`src/rtl/ppm4_hunt_decoder.sv`:
```
module ppm4_hunt_decoder (
  input  logic       clk,
  input  logic       rst_n,
  input  logic       en,
  input  logic       slot_vld,
  input  logic       slot_bit,
  input  logic [1:0] slot_idx,
  output logic       byte_vld,
  output logic [7:0] byte_data,
  output logic       sof,
  output logic       eof,
  output logic       frm_err,
  output logic       slip,
  output logic       slot_rst
);

  typedef enum logic [2:0] {HUNT, LOCK, SFLG, DATA, STOP} st_t;

  localparam logic [15:0] PRE_SEQ = 16'b1000_0000_1010_1000;
  localparam logic [31:0] SOF_SEQ = 32'h0C0C_6060;
  localparam logic [31:0] EOF_SEQ = 32'h0C0C_0606;

  st_t        st;
  logic [2:0] sr;
  logic [2:0] cnt;
  logic [15:0] acc;

  wire       done    = en && slot_vld && (slot_idx == 2'd3);
  wire [3:0] chip    = {sr, slot_bit};
  wire       one_hot = $onehot(chip);
  wire [1:0] pair    = {chip[1] | chip[0], chip[2] | chip[0]};
  wire [4:0] fsh     = 5'd28 - {cnt, 2'b00};
  wire [3:0] pre_exp = PRE_SEQ[{~cnt[1:0], 2'b00} +: 4];
  wire [3:0] sof_exp = SOF_SEQ[fsh +: 4];
  wire [3:0] eof_exp = EOF_SEQ[fsh +: 4];

  always_ff @(posedge clk) begin
    byte_vld <= 1'b0;
    sof      <= 1'b0;
    eof      <= 1'b0;
    frm_err  <= 1'b0;
    slip     <= 1'b0;
    slot_rst <= 1'b0;
    if (!rst_n || !en) begin
      st  <= HUNT;
      cnt <= '0;
      sr  <= '0;
      acc <= '0;
      if (!rst_n) byte_data <= '0;
    end else begin
      if (slot_vld) sr <= {sr[1:0], slot_bit};
      if (done) begin
        case (st)
          HUNT: begin
            acc <= {acc[11:0], chip};
            if (cnt[1:0] == 2'd3) begin
              cnt <= '0;
              if ({acc[11:0], chip} == PRE_SEQ) begin
                st       <= LOCK;
                slot_rst <= 1'b1;
              end else begin
                slip <= 1'b1;
              end
            end else begin
              cnt <= cnt + 3'd1;
            end
          end
          LOCK: begin
            if (chip == pre_exp) begin
              cnt <= {1'b0, cnt[1:0] + 2'd1};
            end else if (cnt[1:0] == 2'd0 && chip == 4'd0) begin
              st  <= SFLG;
              cnt <= 3'd1;
            end else begin
              st  <= HUNT;
              cnt <= '0;
            end
          end
          SFLG, STOP: begin
            if (chip != (st == SFLG ? sof_exp : eof_exp)) begin
              frm_err <= 1'b1;
              st      <= HUNT;
              cnt     <= '0;
            end else if (cnt == 3'd7) begin
              cnt <= '0;
              if (st == SFLG) begin
                sof <= 1'b1;
                st  <= DATA;
              end else begin
                eof <= 1'b1;
                st  <= HUNT;
              end
            end else begin
              cnt <= cnt + 3'd1;
            end
          end
          DATA: begin
            if (one_hot) begin
              acc[{cnt[1:0], 1'b0} +: 2] <= pair;
              if (cnt[1:0] == 2'd3) begin
                byte_vld  <= 1'b1;
                byte_data <= {pair, acc[5:0]};
                cnt       <= '0;
              end else begin
                cnt <= cnt + 3'd1;
              end
            end else if (cnt == 3'd0 && chip == 4'd0) begin
              st  <= STOP;
              cnt <= 3'd1;
            end else begin
              frm_err <= 1'b1;
              st      <= HUNT;
              cnt     <= '0;
            end
          end
          default: begin
            st  <= HUNT;
            cnt <= '0;
          end
        endcase
      end
    end
  end

  // pulses are mutually exclusive
  p_one_pulse_r10: assert property (@(posedge clk) disable iff (!rst_n)
    $onehot0({byte_vld, sof, eof, frm_err, slip, slot_rst}));

  // every pulse lasts a single cycle
  p_single_cycle_r10: assert property (@(posedge clk) disable iff (!rst_n)
    (byte_vld || sof || eof || frm_err || slip || slot_rst) |=>
      !(byte_vld || sof || eof || frm_err || slip || slot_rst));

  // alignment feedback only follows a completed chip
  p_slip_after_chip_r2: assert property (@(posedge clk) disable iff (!rst_n)
    (slip || slot_rst) |-> $past(en && slot_vld && slot_idx == 2'd3));

  // a byte only follows a completed chip
  p_byte_after_chip_r6: assert property (@(posedge clk) disable iff (!rst_n)
    byte_vld |-> $past(en && slot_vld && slot_idx == 2'd3));

  // a disabled cycle produces no pulse
  p_quiet_disabled_r1: assert property (@(posedge clk) disable iff (!rst_n)
    !$past(en) |-> !(byte_vld || sof || eof || frm_err || slip || slot_rst));

  // start and stop flags need eight chips after a lock
  p_sof_needs_lock_r4: assert property (@(posedge clk) disable iff (!rst_n)
    slot_rst |=> !sof);

endmodule

```
`config.mk`:
```
export PLATFORM = sky130hd
export DESIGN_NAME = ppm4_hunt_decoder
export DESIGN_NICKNAME = d
export VERILOG_FILES = /design/src/rtl/ppm4_hunt_decoder.sv
export SDC_FILE = /design/constraint.sdc
export NUM_CORES = 1
export LEC_CHECK = 0
export BUFFER_PORTS_ARGS = -buffer_cell sky130_fd_sc_hd__buf_4
export CORE_MARGIN = 2
export CORE_UTILIZATION = 49
export DETAILED_ROUTE_END_ITERATION = 10
export PLACE_DENSITY = 0.71
export SLEW_MARGIN = 20
export SYNTH_ARGS = -nofsm -noshare
export SYNTH_HDL_FRONTEND = slang
export SYNTH_SLANG_ARGS = --single-unit
```
`constraint.sdc`:
```
create_clock -name clk -period 3.31 [get_ports clk]
set_input_delay 0.4965 -clock clk [delete_from_list [all_inputs] [get_ports clk]]
set_output_delay 0.4965 -clock clk [all_outputs]
set_load 0.005 [all_outputs]
```
==> results.json <==
{
  "post-place-ws_ps": 239,
  "critPathCaptureType": "flop",
  "post_cts_buffers": 0,
  "layout_setup_ws_ps": 411,
  "die_x_um": 70.8,
  "layout.cells.non_filler": 314,
  "die_y_um": 70.8,
  "max_slew_margin_pct": 45.0,
  "core-area_um2": 4320,
  "rsz0062_at_grt": "no",
  "grt_pass1_wl_um": 8960,
  "routed_via_density": 6.16,
  "crit_chain": "inv_1 > fa_1 > inv_1 > ha_1 > ha_1 > nor3b_1 > buf_4 > a21oi_1 > buf_4 > nor3_2 > nor2_1 > a211oi_1",
  "final_common_cell": "nor2_1",
  "cts_hold_buf": 0,
  "critPathSlowestCell": "fa_1",
  "synth_edf_count": 8,
  "cp.buffers_inverters": 4,
  "syn_nets": 265,
  "dieArea_um2": 5010,
  "crit_family": "adder cells",
  "clock_latency_ps": 300,
  "boundaryPins": 21,
  "cts_resized": 0,
  "drcViolationCount": 0,
  "status": "finished, final reports clean",
  "worstSetupPathType": "flop to flop",
  "ys_seq_area_share_pct": 35.7,
  "clock_path_buffers": 2,
  "num_rows": 24,
  "ys_seq_elements": 35,
  "grtUsageTotal_pct": 22.6,
  "synth_area_um2": 2180,
  "crit_required_ps": 3510,
  "fin_nets": 281,
  "drtIter0Drc": 192,
  "cts_sinks": 35,
  "antenna_found_initial": 0,
  "htreeDepth": 2,
  "synthArstFlopShare_pct": 0,
  "ant_nets": 0,
  "avgSynthCellArea_um2": 8.92,
  "synthFlopType": "dfxtp_1",
  "start_kind": "flop",
  "slew_violations": 0,
  "yosys_warnings": 0,
  "drive_above_1_share_pct": 17.6,
  "first_pass_iters": 4,
  "p_leak_nw": 0.967,
  "antennaDiodeCount": 0,
  "utilization_pct": 56.9,
  "hold_ws_ps": 493,
  "period_share_pct": 87.6,
  "drv_cap": 0,
  "tns_ps": 0,
  "fin_crit_ps": 2900,
  "clk_pin_slew_worst_paths_ps": 80,
  "wirelength_um": 5390,
  "routed-via-count": 1933,
  "io_buffer_count": 20,
  "synth_cell_types": 58,
  "power_density_nw_per_um2": 336,
  "grt-ovfl-total": 0,
  "cts_tree": "done",
  "cp_slowest_stage_delay_ps": 480,
  "gp_congestion": 0.846,
  "worstPathArrival_ps": 3100,
  "finClkSkew_ps": 8.02,
  "syn2layout_area_growth_pct": 12.5,
  "start_util_pct": 50.5,
  "synth_cells": 245,
  "hpwl_um": 3860,
  "crit_fanout": 7,
  "max_freq_mhz": 345,
  "ir_drop_uv": 142,
  "hp-class": "input pin to flop",
  "finalSetupViolCount": 0,
  "hold_viol_final": 0,
  "grt_max_degree": 24,
  "layout_common_cells": "nor2_1 (32), dfxtp_1 (27), buf_4 (25)",
  "place_inst": 306,
  "clockRootBuffer": "clkbuf_8",
  "grt_pass1_vias": 1797,
  "cts_buffers": 5,
  "wl_per_cell_um": 17.2,
  "worst_pin_slew_ps": 823
}
cells in the mapped netlist (2+ instances only):
| cell type | count | area [um2] |
|---|---|---|
| o21ai_0 | 2 | 10.0 |
| a21oi_1 | 14 | 70.1 |
| inv_1 | 10 | 37.5 |
| or3_1 | 3 | 18.8 |
| nor3b_1 | 3 | 22.5 |
| nor4b_1 | 4 | 35.0 |
| or2_2 | 2 | 12.5 |
| nor3_2 | 3 | 30.0 |
| and4_1 | 2 | 17.5 |
| nor3_1 | 4 | 20.0 |
| a211o_1 | 3 | 26.3 |
| o31ai_1 | 5 | 37.5 |
| edfxtp_1 | 8 | 240 |
| o211ai_1 | 2 | 15.0 |
| nand2_1 | 14 | 52.6 |
| ha_1 | 12 | 150 |
| nand2b_1 | 2 | 12.5 |
| xor2_1 | 2 | 17.5 |
| a21o_1 | 3 | 22.5 |
| buf_2 | 4 | 20.0 |
| a211oi_1 | 10 | 75.1 |
| nand4_1 | 4 | 25.0 |
| a32oi_1 | 6 | 52.6 |
| dfxtp_1 | 27 | 541 |
| and2_1 | 2 | 12.5 |
| and3_1 | 9 | 56.3 |
| nor4_1 | 2 | 12.5 |
| and3b_1 | 2 | 17.5 |
| clkbuf_1 | 9 | 33.8 |
| nor2_1 | 32 | 120 |
| nor2b_1 | 2 | 12.5 |
| mux2i_1 | 6 | 60.1 |
| nand3_1 | 7 | 35.0 |
through the flow:
step / power [mW] / area, um2
floorplan: 0.496 / 2200
global placement: 0.521 / 2370
detailed placement: 0.522 / 2370
CTS: 0.824 / 2460
global route: 0.852 / 2460
finish: 0.825 / 2460
worst register-to-register path, cell delays in order (launching register included):
cell,delay (ps)
dfxtp_1,460
inv_1,120
fa_1,490
inv_1,40
ha_1,170
ha_1,280
nor3b_1,220
buf_4,180
a21oi_1,110
buf_4,200
nor3_2,270
nor2_1,70
a211oi_1,210
flip-flops by register name (all words and copies together), names as in the netlist:
register and cells:
byte_data 8, frm_err 1, cnt 3, byte_vld 1, slot_rst 1, sof 1
st 3, acc 12, sr 3, slip 1, eof 1
cells by family (layout without fill, tap and decap cells):
kind of cell	after synthesis	in the layout	share of synthesized area [%]
fa+ha+maj	13	13	7.79
flops	35	35	35.7
mux	8	8	3.89
xor+xnor	3	3	1.20
compound gates	55	55	18.8
buf+inv	26	43	5.21
simple gates	105	105	27.3
power breakdown:
part	internal (mW)	switching, mW
clock network	0.143	0.169
logic	0.0269	0.0415
registers	0.442	0.00293
layout make-up:
class	count	area (um2)
sequential	35	781
clock buffer	5	68.8
tap	52	65.1
inverter	10	37.5
multi-input combinational	184	1300
fill	413	1870
timing repair buffer	25	188
clock inverter	3	15.0
path summary, 6_finish.rpt:
path	startpoint	endpoint	slack, ps	cells past startpoint
setup / recovery	sr[2]$_SDFFE_PP0P_	acc[4]$_SDFFE_PP0P_	410	12
hold / removal	slot_bit	sr[0]$_SDFFE_PP0P_	490	3
setup reg to reg	sr[2]$_SDFFE_PP0P_	acc[4]$_SDFFE_PP0P_	410	12
hold reg to reg	acc[11]$_SDFFE_PP0P_	acc[11]$_SDFFE_PP0P_	500	2
routing by layer:
metal	GRT usage, %	share of wire [%]	up-vias
met5	0	0	-
met3	4.70	8.2	13
li1	-	-	943
met2	34.1	44	89
met4	9.01	2.1	0
met1	31.6	46	888
(Power assumes the default switching activity.)
